## src/rtl/rxbd_pkg.sv

```systemverilog
package rxbd_pkg;
  // descriptor flag bit positions (within the 16-bit flag half-word)
  localparam int FL_EMPTY = 15;
  localparam int FL_WRAP  = 13;
  localparam int FL_LAST  = 11;
  localparam int FL_LONG  = 5;
  localparam int FL_TRUNC = 0;

  // register addresses
  localparam logic [2:0] RA_CTRL   = 3'd0;
  localparam logic [2:0] RA_RXCTL  = 3'd1;
  localparam logic [2:0] RA_BUFSZ  = 3'd2;
  localparam logic [2:0] RA_RING   = 3'd3;
  localparam logic [2:0] RA_DEMAND = 3'd4;

  typedef enum logic [2:0] {
    S_IDLE, S_PROBE, S_CHK, S_RD0, S_RD1, S_BYTE, S_WB, S_DRAIN
  } rx_state_t;
endpackage

```

## src/rtl/rxbd_regs.sv

```systemverilog
module rxbd_regs
  import rxbd_pkg::*;
#(
  parameter int          AW       = 32,
  parameter int          BW       = 11,
  parameter logic [31:0] CTL_RST  = 32'h05EE_0001,
  parameter logic [31:0] CTL_MASK = 32'h07FF_003F
) (
  input  logic          clk,
  input  logic          rst,
  input  logic          we,
  input  logic [2:0]    waddr,
  input  logic [31:0]   wdata,
  input  logic [2:0]    raddr,
  input  logic          active,
  output logic [31:0]   rdata,
  output logic          en,
  output logic [15:0]   lim,
  output logic [BW-1:0] bufsz,
  output logic [AW-1:0] base,
  output logic          base_wr,
  output logic          demand_wr
);
  localparam logic [BW-1:0] BSZ_DEF = {{(BW-4){1'b1}}, 4'b0000};

  logic [31:0]   rxctl;
  logic [BW-5:0] fld;

  assign fld = wdata[BW-1:4];
  assign lim = rxctl[31:16];

  always_ff @(posedge clk) begin
    if (rst) begin
      en        <= 1'b0;
      rxctl     <= CTL_RST;
      bufsz     <= BSZ_DEF;
      base      <= '0;
      base_wr   <= 1'b0;
      demand_wr <= 1'b0;
      rdata     <= '0;
    end else begin
      base_wr   <= 1'b0;
      demand_wr <= 1'b0;
      if (we) begin
        case (waddr)
          RA_CTRL:   en    <= wdata[0];
          RA_RXCTL:  rxctl <= wdata & CTL_MASK;
          RA_BUFSZ:  bufsz <= (fld == '0) ? BSZ_DEF : {fld, 4'b0000};
          RA_RING: begin
            base    <= {wdata[AW-1:2], 2'b00};
            base_wr <= 1'b1;
          end
          RA_DEMAND: demand_wr <= 1'b1;
          default: ;
        endcase
      end
      case (raddr)
        RA_CTRL:   rdata <= {31'd0, en};
        RA_RXCTL:  rdata <= rxctl;
        RA_BUFSZ:  rdata <= 32'(bufsz);
        RA_RING:   rdata <= 32'(base);
        RA_DEMAND: rdata <= {7'd0, active, 24'd0};
        default:   rdata <= '0;
      endcase
    end
  end
endmodule

```

## src/rtl/rxbd_sizer.sv

```systemverilog
module rxbd_sizer #(
  parameter int LW   = 16,
  parameter int MAXF = 2032
) (
  input  logic [LW-1:0] flen,
  input  logic [15:0]   lim,
  output logic [LW-1:0] slen,
  output logic          trunc,
  output logic          long_f,
  output logic [LW-1:0] excess
);
  logic [LW:0] raw;

  always_comb begin
    raw    = {1'b0, flen} + (LW+1)'(4);
    trunc  = raw > (LW+1)'(MAXF);
    slen   = trunc ? LW'(MAXF) : raw[LW-1:0];
    long_f = trunc | (32'(slen) > 32'(lim));
    excess = trunc ? (flen - LW'(MAXF - 4)) : '0;
  end
endmodule

```

## src/rtl/rxbd_fsm.sv

```systemverilog
module rxbd_fsm
  import rxbd_pkg::*;
#(
  parameter int AW = 32,
  parameter int LW = 16,
  parameter int BW = 11
) (
  input  logic          clk,
  input  logic          rst,
  input  logic          en,
  input  logic [BW-1:0] bufsz,
  input  logic [AW-1:0] base,
  input  logic          base_wr,
  input  logic          demand_wr,
  input  logic          hdr_valid,
  output logic          hdr_ready,
  input  logic [LW-1:0] hdr_len,
  input  logic [31:0]   hdr_crc,
  input  logic [LW-1:0] sz_slen,
  input  logic          sz_trunc,
  input  logic          sz_long,
  input  logic [LW-1:0] sz_excess,
  input  logic          dat_valid,
  output logic          dat_ready,
  input  logic [7:0]    dat_byte,
  output logic          mem_req,
  output logic          mem_we,
  output logic [AW-1:0] mem_addr,
  output logic [3:0]    mem_be,
  output logic [31:0]   mem_wdata,
  input  logic          mem_gnt,
  input  logic [31:0]   mem_rdata,
  output logic          active,
  output logic          ev_frame,
  output logic          ev_buffer,
  output logic          reject,
  output logic          drop
);
  rx_state_t     st;
  logic [AW-1:0] ptr, chk_addr, buf_addr;
  logic          pend, post_probe, tr_q, lg_q;
  logic [LW-1:0] slen_q, flen_q, excess_q, rem, off, chunk_left, chunk_len;
  logic [LW-1:0] chk_rem, drain_cnt;
  logic [31:0]   crc_q;
  logic [15:0]   cur_flags, new_flags;

  logic [LW-1:0] bsz_ext, pay_n, crc_off, next_chunk;
  logic          is_pay;
  logic [7:0]    crc_b, wbyte;
  logic [1:0]    crc_idx;

  always_comb begin
    bsz_ext    = LW'(bufsz);
    pay_n      = slen_q - LW'(4);
    is_pay     = off < pay_n;
    crc_off    = off - pay_n;
    crc_idx    = crc_off[1:0];
    crc_b      = 8'(crc_q >> {2'd3 - crc_idx, 3'b000});
    wbyte      = is_pay ? dat_byte : crc_b;
    next_chunk = (rem < bsz_ext) ? rem : bsz_ext;
    new_flags  = cur_flags;
    new_flags[FL_EMPTY] = 1'b0;
    if (rem == '0) begin
      new_flags[FL_LAST]  = 1'b1;
      new_flags[FL_LONG]  = new_flags[FL_LONG] | lg_q;
      new_flags[FL_TRUNC] = new_flags[FL_TRUNC] | tr_q;
    end
  end

  always_comb begin
    mem_req   = 1'b0;
    mem_we    = 1'b0;
    mem_addr  = ptr;
    mem_be    = 4'hF;
    mem_wdata = '0;
    case (st)
      S_PROBE, S_RD0: mem_req = 1'b1;
      S_CHK: begin
        mem_req  = 1'b1;
        mem_addr = chk_addr;
      end
      S_RD1: begin
        mem_req  = 1'b1;
        mem_addr = ptr + AW'(4);
      end
      S_BYTE: begin
        mem_req   = is_pay ? dat_valid : 1'b1;
        mem_we    = 1'b1;
        mem_addr  = buf_addr;
        mem_be    = 4'b1000 >> buf_addr[1:0];
        mem_wdata = {4{wbyte}};
      end
      S_WB: begin
        mem_req   = 1'b1;
        mem_we    = 1'b1;
        mem_wdata = {new_flags, 16'(chunk_len)};
      end
      default: ;
    endcase
    hdr_ready = (st == S_IDLE) && !pend;
    dat_ready = ((st == S_BYTE) && is_pay && mem_gnt) || (st == S_DRAIN);
  end

  always_ff @(posedge clk) begin
    if (rst) begin
      st         <= S_IDLE;
      ptr        <= '0;
      chk_addr   <= '0;
      buf_addr   <= '0;
      pend       <= 1'b0;
      post_probe <= 1'b0;
      tr_q       <= 1'b0;
      lg_q       <= 1'b0;
      slen_q     <= '0;
      flen_q     <= '0;
      excess_q   <= '0;
      rem        <= '0;
      off        <= '0;
      chunk_left <= '0;
      chunk_len  <= '0;
      chk_rem    <= '0;
      drain_cnt  <= '0;
      crc_q      <= '0;
      cur_flags  <= '0;
      active     <= 1'b0;
      ev_frame   <= 1'b0;
      ev_buffer  <= 1'b0;
      reject     <= 1'b0;
      drop       <= 1'b0;
    end else begin
      ev_frame  <= 1'b0;
      ev_buffer <= 1'b0;
      reject    <= 1'b0;
      drop      <= 1'b0;
      case (st)
        S_IDLE: begin
          if (pend) begin
            pend <= 1'b0;
            st   <= S_PROBE;
          end else if (hdr_valid) begin
            flen_q   <= hdr_len;
            crc_q    <= hdr_crc;
            slen_q   <= sz_slen;
            tr_q     <= sz_trunc;
            lg_q     <= sz_long;
            excess_q <= sz_excess;
            if (!active) begin
              reject     <= 1'b1;
              drain_cnt  <= hdr_len;
              post_probe <= 1'b0;
              st         <= (hdr_len == '0) ? S_IDLE : S_DRAIN;
            end else begin
              chk_addr <= ptr;
              chk_rem  <= sz_slen;
              st       <= S_CHK;
            end
          end
        end
        S_PROBE: if (mem_gnt) begin
          active <= mem_rdata[16+FL_EMPTY];
          st     <= S_IDLE;
        end
        S_CHK: if (mem_gnt) begin
          if (!mem_rdata[16+FL_EMPTY]) begin
            drop       <= 1'b1;
            drain_cnt  <= flen_q;
            post_probe <= 1'b0;
            st         <= (flen_q == '0) ? S_IDLE : S_DRAIN;
          end else if (chk_rem <= bsz_ext) begin
            rem <= slen_q;
            off <= '0;
            st  <= S_RD0;
          end else begin
            chk_rem  <= chk_rem - bsz_ext;
            chk_addr <= mem_rdata[16+FL_WRAP] ? base : chk_addr + AW'(8);
          end
        end
        S_RD0: if (mem_gnt) begin
          cur_flags  <= mem_rdata[31:16];
          chunk_len  <= next_chunk;
          chunk_left <= next_chunk;
          st         <= S_RD1;
        end
        S_RD1: if (mem_gnt) begin
          buf_addr <= mem_rdata[AW-1:0];
          st       <= S_BYTE;
        end
        S_BYTE: if (mem_req && mem_gnt) begin
          buf_addr   <= buf_addr + AW'(1);
          off        <= off + LW'(1);
          rem        <= rem - LW'(1);
          chunk_left <= chunk_left - LW'(1);
          if (chunk_left == LW'(1)) st <= S_WB;
        end
        S_WB: if (mem_gnt) begin
          if (rem == '0) ev_frame <= 1'b1;
          else           ev_buffer <= 1'b1;
          ptr <= cur_flags[FL_WRAP] ? base : ptr + AW'(8);
          if (rem != '0) st <= S_RD0;
          else if (excess_q != '0) begin
            drain_cnt  <= excess_q;
            post_probe <= 1'b1;
            st         <= S_DRAIN;
          end else st <= S_PROBE;
        end
        S_DRAIN: if (dat_valid) begin
          drain_cnt <= drain_cnt - LW'(1);
          if (drain_cnt == LW'(1)) st <= post_probe ? S_PROBE : S_IDLE;
        end
        default: st <= S_IDLE;
      endcase
      if (base_wr) ptr <= base;
      if (!en) begin
        active <= 1'b0;
        pend   <= 1'b0;
      end else if (demand_wr && !active) begin
        pend <= 1'b1;
      end
    end
  end
endmodule

```

## src/rtl/rxbd_engine.sv

```systemverilog
module rxbd_engine
  import rxbd_pkg::*;
#(
  parameter int AW   = 32,
  parameter int LW   = 16,
  parameter int BW   = 11,
  parameter int MAXF = 2032
) (
  input  logic        clk,
  input  logic        rst,
  input  logic        reg_we,
  input  logic [2:0]  reg_waddr,
  input  logic [31:0] reg_wdata,
  input  logic [2:0]  reg_raddr,
  output logic [31:0] reg_rdata,
  input  logic        hdr_valid,
  output logic        hdr_ready,
  input  logic [15:0] hdr_len,
  input  logic [31:0] hdr_crc,
  input  logic        dat_valid,
  output logic        dat_ready,
  input  logic [7:0]  dat_byte,
  output logic        mem_req,
  output logic        mem_we,
  output logic [31:0] mem_addr,
  output logic [3:0]  mem_be,
  output logic [31:0] mem_wdata,
  input  logic        mem_gnt,
  input  logic [31:0] mem_rdata,
  output logic        ev_frame,
  output logic        ev_buffer,
  output logic        frame_reject,
  output logic        frame_drop
);
  logic          en, base_wr, demand_wr, rx_active;
  logic [15:0]   lim;
  logic [BW-1:0] buf_size;
  logic [AW-1:0] base, addr_w;
  logic [LW-1:0] slen, excess, flen;
  logic          trunc, long_f;

  assign flen     = LW'(hdr_len);
  assign mem_addr = 32'(addr_w);

  rxbd_regs #(.AW(AW), .BW(BW)) u_regs (
    .clk(clk), .rst(rst), .we(reg_we), .waddr(reg_waddr), .wdata(reg_wdata),
    .raddr(reg_raddr), .active(rx_active), .rdata(reg_rdata), .en(en),
    .lim(lim), .bufsz(buf_size), .base(base), .base_wr(base_wr),
    .demand_wr(demand_wr)
  );

  rxbd_sizer #(.LW(LW), .MAXF(MAXF)) u_sizer (
    .flen(flen), .lim(lim), .slen(slen), .trunc(trunc), .long_f(long_f),
    .excess(excess)
  );

  rxbd_fsm #(.AW(AW), .LW(LW), .BW(BW)) u_fsm (
    .clk(clk), .rst(rst), .en(en), .bufsz(buf_size), .base(base),
    .base_wr(base_wr), .demand_wr(demand_wr),
    .hdr_valid(hdr_valid), .hdr_ready(hdr_ready), .hdr_len(flen),
    .hdr_crc(hdr_crc), .sz_slen(slen), .sz_trunc(trunc), .sz_long(long_f),
    .sz_excess(excess), .dat_valid(dat_valid), .dat_ready(dat_ready),
    .dat_byte(dat_byte), .mem_req(mem_req), .mem_we(mem_we),
    .mem_addr(addr_w), .mem_be(mem_be), .mem_wdata(mem_wdata),
    .mem_gnt(mem_gnt), .mem_rdata(mem_rdata), .active(rx_active),
    .ev_frame(ev_frame), .ev_buffer(ev_buffer), .reject(frame_reject),
    .drop(frame_drop)
  );
endmodule

```

## config.mk

```make
export PLATFORM = sky130hd
export DESIGN_NAME = rxbd_engine
export DESIGN_NICKNAME = d
export VERILOG_FILES = /design/src/rtl/rxbd_pkg.sv /design/src/rtl/rxbd_regs.sv /design/src/rtl/rxbd_sizer.sv /design/src/rtl/rxbd_fsm.sv /design/src/rtl/rxbd_engine.sv
export SDC_FILE = /design/constraint.sdc
export NUM_CORES = 1
export LEC_CHECK = 0
export BUFFER_PORTS_ARGS = -buffer_cell sky130_fd_sc_hd__buf_2
export CORE_UTILIZATION = 45
export CTS_CLUSTER_SIZE = 20
export DETAILED_ROUTE_END_ITERATION = 16
export HOLD_SLACK_MARGIN = 0.05
export PLACE_DENSITY_LB_ADDON = 0.3
export SYNTH_ARGS = -nofsm -noshare
export SYNTH_HDL_FRONTEND = slang
export SYNTH_SLANG_ARGS = --single-unit
```

## constraint.sdc

```tcl
create_clock -name clk -period 4.5 [get_ports clk]
set_clock_uncertainty 0.2 [all_clocks]
set_input_delay 0.45 -clock clk [delete_from_list [all_inputs] [get_ports clk]]
set_output_delay 0.45 -clock clk [all_outputs]
set_load 0.01 [all_outputs]
```

; ---- Word level (Yosys, flattened, before mapping)
; Cells that the tools add are included.
[classes]
add_sub_neg = 14
n_mul = 0
div = 0
magnitude_cmp = 5
eq_ne = 38
shifts = 2
mux = 97
bitwise_logic = 11
n_reduce_logical = 48
[ops]
columns = cell, n
row1 = two-way mux 16 bit, 28
row2 = two-way mux 32 bit, 13
row3 = one-hot mux 32 bit (2 select lines), 3
row4 = one-hot mux 32 bit (5 select lines), 1
row5 = one-hot mux 16 bit (2 select lines), 4
row6 = one-hot mux 32 bit (3 select lines), 1
row7 = "adder 32 x 4 -> 32 bit, second input constant", 2
row8 = one-hot mux 16 bit (4 select lines), 1
row9 = two-way mux 3 bit, 18
row10 = logical NOT 16 bit, 3
row11 = "subtractor 16 x 1 -> 16 bit, second input constant", 3
row12 = "adder 32 x 1 -> 32 bit, second input constant", 1
row13 = "adder 32 x 3 -> 32 bit, second input constant", 1
row14 = "equality test 16 x 1 -> 1 bit, second input constant", 2
row15 = "!= test 2 bit, second input constant", 16
row16 = nonzero test 16 bit, 2
row17 = right shift 32 x 5 -> 8 bit, 1
row18 = one-hot mux 3 bit (8 select lines), 1
row19 = two-way mux 1 bit, 22
row20 = "equality test 3 x 2 -> 1 bit, second input constant", 6
row21 = "equality test 3 bit, second input constant", 6
row22 = "adder 16 x 3 -> 17 bit, second input constant", 1
row23 = "greater-than comparator 17 x 11 -> 1 bit, second input constant", 1
row24 = "adder 16 x 1 -> 16 bit, second input constant", 1
row25 = other kinds (39), 77
[totals]
ff_bits = 392
latchBits = 0
ramBits = 0
romBits = 0
in_bits = 132
out_inout_bits = 108
elab_cells = 246
memories = 0

; ---- Depth between registers and ports, before layout
; Gate-level depths: netlist (run 1).
[logic_depth]
depth_word = 7
mapped_depth = 17
mapped_depth_nobuf = 14

; ---- By module
; Synthesis (run 1) repeated with hierarchy kept, for this count alone.
[unflattened]
hier_cells = 3087
hier_area_um2 = 23183.5
[by_module_without_submodules]
columns = mod, n_inst, cells_per_inst, area_per_inst_um2, seq_area_each_um2
row1 = rxbd_fsm, 1, 2583, 18835.6, 5985.7
row2 = rxbd_regs, 1, 344, 3288.2, 1781.7
row3 = rxbd_sizer, 1, 160, 1059.8, 0.0

; ---- Worst setup path before layout (run 1)
; Ideal clock, no wire load.
[synth_timing]
kind = flip-flop to output port
startpoint = register u_fsm.slen_q[4]
endpoint = output port mem_wdata[15]
arrival_ns = 3.451
t_required_ns = 3.850
slack_ns = 0.399
path_stages_with_launch = 15
path_buffers = 1
path_cell_list = dfxtp_1 > nor4_1 > nand2_1 > or4_1 > nor3_1 > xnor2_1 > ha_1 > and4_1 > nand2_1 > a2111o_1 > and3_1 > clkbuf_1 > mux2i_1 > nor2_1 > a21o_1
[synth_via]
elab_chain_cells = 4
[synth_rtl]
columns = item, line
row1 = start: declaration, rxbd_fsm.sv:42  ; logic [LW-1:0] slen_q, flen_q, excess_q, rem, off, chunk_left, chunk_len;
row2 = start signal: assignment, rxbd_fsm.sv:143  ; slen_q <= sz_slen;
row3 = subtractor 16 x 3 -> 16 bit, rxbd_fsm.sv:54  ; pay_n = slen_q - LW'(4);
row4 = < comparator 16 bit, rxbd_fsm.sv:55  ; is_pay = off < pay_n;
row5 = two-way mux 8 bit, rxbd_fsm.sv:59  ; wbyte = is_pay ? dat_byte : crc_b;
row6 = one-hot mux 32 bit (2 select lines), rxbd_fsm.sv:76  ; case (st)
row7 = end: declaration, rxbd_engine.sv:27  ; output logic [31:0] mem_wdata,
; Every way passes these cells.

; ---- Worst setup path in the final report (run 1)
[layout_timing]
startpoint = register u_fsm.slen_q[7]
endpoint = output port mem_wdata[2]
; The elaborated chain is that of the path after synthesis.

==> results of run 1 <==
## power by group
part / leakage [nW] / total (W) / switching (W) / internal, W
sequential: 3.12 / 0.00408 / 0.000379 / 0.00370
clock: 0.787 / 0.00403 / 0.00161 / 0.00242
combinational: 6.39 / 0.00427 / 0.00280 / 0.00148
total: 10.3 / 0.0124 / 0.00479 / 0.00759
## per-layer routing
layer	global-route usage	share of wire	routed length, um	up-vias
li1	-	-	-	11100
met1	0.478	0.43	37000	11600
met2	0.518	0.43	37600	1444
met3	0.0689	0.11	9520	189
met4	0.122	0.033	2840	2
met5	0	0.00015	13	-
## logic make-up after synthesis
| group | synth area share |
|---|---|
| AND/OR/NAND/NOR | 0.255 |
| AO/OA/AOI/OAI | 0.247 |
| flip-flops | 0.351 |
| buffers and inverters | 0.0523 |
| XOR/XNOR | 0.0287 |
| adder cells (fa/ha/maj) | 0.0340 |
| multiplexers | 0.0310 |
## cell type report
cell class,count,area (um^2),share of cell area
multi-input combinational,2286,13400,0.501
timing repair buffer,426,2940,0.110
inverter,73,274,0.0103
clock buffer,54,1230,0.0461
sequential,385,7710,0.289
clock inverter,26,379,0.0142
tap,615,769,0.0288
antenna,1,2.50,0.0000938
## worst max-delay path by stage
| stage | endpoint | start | slack [ns] | cells past startpoint |
|---|---|---|---|---|
| 5_1_grt | mem_wdata[2] | u_fsm.slen_q[7] | -0.25 | 16 |
| 4_1_cts | mem_wdata[30] | u_fsm.slen_q[6] | -0.07 | 15 |
| 3_5_place_dp | mem_wdata[25] | u_fsm.slen_q[6] | 0.03 | 15 |
| 6_report | mem_wdata[2] | u_fsm.slen_q[7] | -0.11 | 15 |
| 3_3_place_gp | mem_wdata[25] | u_fsm.slen_q[6] | 0.19 | 15 |
| 2_1_floorplan | mem_wdata[15] | u_fsm.slen_q[4] | 0.40 | 14 |
## critical path: cells and delay by family, from the launching register on
family                     cells  cell delay, ns
xor gates and xnor gates       1            0.10
DFF                            1            0.35
AOI/OAI and AO/OA              2            0.48
adders and majority gates      1            0.32
buffers and inverters          2            0.29
and+or+nand+nor                8            1.62
muxes                          1            0.24
## sequential cells by signal, summed over array words and instances, names as in the netlist, 7 cells and up
register / flops
u_fsm.chk_addr: 31
u_fsm.excess_q: 16
u_regs.bufsz: 7
u_regs.base: 30
u_fsm.cur_flags: 15
u_fsm.chk_rem: 16
u_fsm.rem: 16
u_fsm.flen_q: 16
u_fsm.slen_q: 16
u_fsm.chunk_left: 16
u_regs.rxctl: 17
u_fsm.drain_cnt: 16
u_fsm.ptr: 30
u_fsm.chunk_len: 16
u_fsm.off: 16
u_fsm.crc_q: 32
u_fsm.buf_addr: 32
u_regs.rdata: 32
## cells in the final DEF (no fill, tap or decap), types with 17 or more instances in the layout
cell type      synthesis  layout
or3_1                 19      19
nand4_1               39      39
or4_1                 18      17
dlygate4sd3_1          0     114
and3_1                46      44
nor3_1                79      76
a21oi_1              345     343
a31oi_1               30      29
a221oi_1              24      24
nand2_1              533     530
nor4_1                32      31
and2_1                28      28
mux2i_1               42      35
buf_4                  0      70
nand3_1               82      81
o31ai_1               27      27
o211ai_1              26      26
inv_1                 70      70
ha_1                  58      57
xor2_1                34      34
a211oi_1              37      37
o21ai_0              165     162
nor2_1               262     247
a21o_1                35      35
xnor2_1               38      38
o22ai_1               37      37
clkbuf_16              0      45
buf_2                 15     237
dfxtp_1              385     381
## stage by stage
stage	setup slack, ns	cells	area [um^2]	setup TNS, ns	utilization
floorplan	0.399	2970	21900	0	-
global placement	0.193	3658	23600	0	0.492
detailed placement	0.0311	3658	23600	0	0.492
CTS	-0.0685	3862	26600	-0.827	0.554
global route	-0.250	3865	26700	-5.96	0.556
finish	-0.108	3866	26700	-1.57	0.556
## what timing repair did
item	CTS	global route
pin swaps	8	5
buffers inserted	10	3
endpoints found under the hold margin	144	0
gates resized for setup	34	21
endpoints found under the setup margin	34	61
hold buffers	114	0
==> run metrics, run 1 <==
status=finished with violations; failing checks=negative setup slack; initial DRC count=3166; slew margin rel.=0.140; most instantiated library cell after synthesis=nand2_1; top post-synthesis cells by area=dfxtp_1 (35%), nand2_1 (9.1%), a21oi_1 (7.9%); Worst Max-Slew Pin Slew=1.28 ns; total congestion overflow=0; area share of the largest cell type after synthesis=0.351; synthesized area per cell=~7.4 um^2; Post-Route WL=87.0 mm; worst path arrival time=3.96 ns; drt wl/cell=around 23 um; unrepaired setup endpoints after global routing=true; final worst path period share=1.02; worst ir drop on vdd=0.273 mV; Worst Setup End Kind=output port; crit path cell chain=nor4_4 -> nand2_2 -> or4_4 -> nor3_4 -> xnor2_1 -> ha_1 -> and4_4 -> nand2_2 -> a2111o_1 -> and3_4 -> buf_12 -> mux2i_2 -> nor2_4 -> a21o_1 -> buf_2; CTS root buf=clkbuf_16; WHS Path Cells=5; layout filler cell count=4396; CP startpoint kind=register; Hold WS=0.0721 ns; area grow syn2layout=21.6%; I/O pin cnt=240; Sink Count=385; Final WS setup=-0.108 ns; Synth cell types=83; clk slew on worst S/H paths=around 0.060 ns; Setup Viol. Count Final=30; max incr delay on CP=0.48 ns; Worst Hold Class=primary input to register; post-synthesis cell count=2970; Initial Utilization=0.458; CP Class=register to output port; Critical Path RT=slightly below 4 ns; DIE AREA=49700 um^2; max cap viols=0; P per Cell Area=464 nW/um^2; num rows=80; Post-DP HPWL=60.3 mm; Post-Syn Area=roughly 22000 um^2; slowest CP cell=or4_4; antenna violations before repair=3; FMAX=around 220 MHz; GPL Wtd Cong=0.993; Pwr Total=0.0124 W; fin nets=3408; worst min-delay path startpoint=mem_rdata[5]; Synth top cells by count=nand2_1 (533), dfxtp_1 (385), a21oi_1 (345), nor2_1 (262), clkbuf_1 (193); share of the yosys chip area belonging to registers=0.351; H-tree depth=2; # DRC=0; Die W=223 um; clk_lat worst skew=0.61 ns; layout cells sized above 1=0.149; CTS tree=yes; GRT Util Overall=0.341; worst-path maximum fanout=8; FF-to-FF End=u_fsm.buf_addr[18]; warning count from the yosys run=0; Max Slew Vio Count=0; Die Y=223 um; Vias per Instance=6.31; Net Count, Synth=3161; Final Hold Fails=0; async set-reset flop share out of synthesis=0; vias in the first global route=between 20000 and 25000; CP most frequent cell=nand2_2; Synth area leader=dfxtp_1; leakage=10.3 nW; register bit total from synthesis=385; R2R Path Start=u_fsm.slen_q[7]; I/O Buffers=roughly 240; Post-synth EDFFs=0; largest net degree at the start of global routing=130; CTS buffer count=45; antenna-violating nets left=0; Vias=roughly 24000; area of the core=47900 um^2; first-pass GRT wire length=between 100 and 150 mm; clk buf depth=3; Top FF cell, synth=dfxtp_1; FF-to-FF path depth=16; Reg2Reg Setup Slack=approximately 0.23 ns; Worst Hold End=u_fsm.buf_addr[5]; Final Critical Period=approximately 4.6 ns; 1st-pass router iterations=6
Power figures use the tool's default switching activity.
==> inputs of run 2 (changes only) <==
--- a/config.mk
+++ b/config.mk
@@ -10,7 +10,7 @@
 export CTS_CLUSTER_SIZE = 20
 export DETAILED_ROUTE_END_ITERATION = 16
 export HOLD_SLACK_MARGIN = 0.05
-export PLACE_DENSITY_LB_ADDON = 0.3
+export PLACE_DENSITY = 0.67
 export SYNTH_ARGS = -nofsm -noshare
 export SYNTH_HDL_FRONTEND = slang
 export SYNTH_SLANG_ARGS = --single-unit
==> run 2 against run 1 <==
Compared with the run above: design area shrank 1.0%; sequential power is essentially flat; the run still ends with negative setup slack left; utilization shrank 0.57 points.
==> run metrics, run 2 (synthesis results as in run 1) <==
GRT Util Overall=0.336 (was 0.341); Setup Viol. Count Final=33 (was 30); clk_lat worst skew=0.59 ns (was 0.61 ns); Vias per Instance=6.27 (was 6.31); CTS tree=yes (unchanged); Max Slew Vio Count=0 (unchanged); initial DRC count=2826 (was 3166); 1st-pass router iterations=6 (unchanged); layout cells sized above 1=0.148 (was 0.149); vias in the first global route=22200 (was 22800); Final WS setup=-0.141 ns (was -0.108 ns); Critical Path RT=3.85 ns (about the same); fin nets=3406 (was 3408); P per Cell Area=447 nW/um^2 (was 464 nW/um^2); Worst Max-Slew Pin Slew=1.24 ns (was 1.28 ns); max cap viols=0 (unchanged); FMAX=215 MHz (was 217 MHz); Sink Count=385 (unchanged); Final Critical Period=4.64 ns (was 4.61 ns); layout filler cell count=4525 (was 4396); area of the multi-input gates=13400 um^2 (about the same); H-tree depth=2 (unchanged); largest net degree at the start of global routing=201 (was 130); status=finished with violations (unchanged); leakage=10.2 nW (was 10.3 nW); antenna violations before repair=2 (was 3); Die W=223 um (unchanged); Max Used Layer=met5 (unchanged); most frequent cells in the layout=nand2_1 (531), dfxtp_1 (380), a21oi_1 (343), nor2_1 (247), buf_2 (237) (was nand2_1 (530), dfxtp_1 (381), a21oi_1 (343), nor2_1 (247), buf_2 (237)); Post-Layout Cell Count=3859 (was 3866); CTS root buf=clkbuf_16 (unchanged); slowest CP cell=or4_4 (unchanged); Hold WS=0.0743 ns (was 0.0721 ns); clk buf depth=3 (unchanged); Worst Setup End Kind=output port (unchanged); final worst path period share=1.03 (was 1.02); worst ir drop on vdd=0.255 mV (was 0.273 mV); Vias=24200 (was 24400); Cells after DPL=3662 (was 3658); area taken by flip-flops and latches=7720 um^2 (was 7710 um^2); drt wl/cell=22.4 um (was 22.5 um); dpl cell area=23600 um^2 (about the same); WL met3=9.37 mm (was 9.52 mm); Die Y=223 um (unchanged); total congestion overflow=0 (unchanged); CP startpoint kind=register (unchanged); setup_tns=-3.18 ns (was -1.57 ns); Post-DP HPWL=60.4 mm (was 60.3 mm); Largest regs=u_fsm.buf_addr: 32 flops, u_fsm.crc_q: 32 flops, u_regs.rdata: 32 flops (unchanged); I/O Buffers=239 (unchanged); I/O pin cnt=240 (unchanged); met2 wire len=37.1 mm (was 37.6 mm); worst-path maximum fanout=5 (was 8); clk slew on worst S/H paths=0.06 ns (about the same); failing checks=negative setup slack (unchanged); # DRC=0 (unchanged); Final Hold Fails=0 (unchanged); Crit path buffers/inverters=2 (unchanged); unrepaired setup endpoints after global routing=true (unchanged); Initial Utilization=0.458 (unchanged); fin area=26400 um^2 (was 26700 um^2); worst path arrival time=3.99 ns (was 3.96 ns); CTS buffer count=44 (was 45); antenna-violating nets left=0 (unchanged); crit path cell chain=nor4_4 -> nand2_1 -> or4_4 -> nor3_4 -> xnor2_1 -> ha_1 -> and4_4 -> nand2_2 -> a2111o_1 -> and3_4 -> buf_12 -> mux2i_4 -> nor2_4 -> a21o_1 -> buf_2 (was nor4_4 -> nand2_2 -> or4_4 -> nor3_4 -> xnor2_1 -> ha_1 -> and4_4 -> nand2_2 -> a2111o_1 -> and3_4 -> buf_12 -> mux2i_2 -> nor2_4 -> a21o_1 -> buf_2); GPL Wtd Cong=0.978 (was 0.993); crit-path leading delay family=simple AND/OR/NAND/NOR gates (unchanged); DIE AREA=49700 um^2 (unchanged); CP Class=register to output port (unchanged); max incr delay on CP=0.54 ns (was 0.48 ns); area of the core=47900 um^2 (unchanged); area grow syn2layout=20.3% (was 21.6%); first-pass GRT wire length=131 mm (was 133 mm); commonest non-fill, non-tap cell in the layout=nand2_1 (unchanged); M1 WL=36.6 mm (was 37.0 mm); num rows=80 (unchanged); slew margin rel.=0.174 (was 0.140); Worst Hold Class=primary input to register (unchanged); Post-Route WL=86.3 mm (was 87.0 mm)
==> run 2: changes by cell type in the layout (fill, tap and decap cells not counted), moves of 2 or more <==
cell	before	now
o21ai_0	162	164
buf_4	70	74
clkinv_8	2	0
o21ai_1	8	6
bufinv_16	8	1
dlygate4sd3_1	114	108
clkbuf_1	2	5
clkinv_2	8	11
clkinv_4	3	1
==> run 2: routing by layer <==
layer,track usage,vias up
li1,-,11200
met1,0.471,11500
met2,0.506,1372
met3,0.0664,212
met4,0.126,2
met5,0,-
==> run 2: per-stage QoR <==
step                       util  worst slack (ns)  power [W]
after floorplan               -             0.399    0.00657
after global placement    0.492             0.161    0.00794
after detailed placement  0.492            0.0227    0.00801
after CTS                 0.547            -0.128     0.0116
after global routing      0.551            -0.270     0.0123
final                     0.551            -0.141     0.0118
==> run 2: layout make-up <==
cell class                 instances  share of cell area
antenna                            1           0.0000948
clock buffer                      56              0.0465
clock inverter                    18             0.00507
inverter                          73              0.0104
multi-input combinational       2286               0.506
sequential                       385               0.292
tap                              615              0.0291
timing repair buffer             425               0.111
==> run 2: final timing paths <==
| check | start | to | slack (ns) | cells after the start |
|---|---|---|---|---|
| worst max-delay path | u_fsm.slen_q[7] | mem_wdata[3] | -0.14 | 15 |
| worst min-delay path | mem_rdata[7] | u_fsm.buf_addr[7] | 0.07 | 5 |
| worst max register to register | u_fsm.slen_q[7] | u_fsm.buf_addr[19] | 0.15 | 15 |
| worst min register to register | u_fsm.crc_q[26] | u_fsm.crc_q[26] | 0.25 | 2 |
==> run 2: power by group <==
group / internal [W] / total, W / switching, W
Sequential: 0.00370 / 0.00411 / 0.000405
Combinational: 0.00147 / 0.00418 / 0.00272
Clock: 0.00198 / 0.00352 / 0.00154
==> run 2: worst register-to-register path: stages, from the launching register on <==
cell      delay [ns]
dfxtp_4         0.35
nor4_4          0.28
nand2_1         0.10
or4_4           0.54
nor3_4          0.18
xnor2_1         0.14
ha_1            0.27
buf_4           0.15
a21oi_2         0.14
o21ai_2         0.08
a211oi_1        0.42
a31oi_2         0.21
buf_12          0.21
or2_2           0.51
a221oi_1        0.32
a311oi_1        0.08
==> run 2: timing repair <==
action | CTS | global route
gates cloned | 0 | 0
resized for setup | 25 | 29
hold buffers | 108 | 0
setup endpoints to repair | 34 | 38
hold endpoints to repair | 140 | 0
setup buffers | 8 | 6
pin swaps | 10 | 14
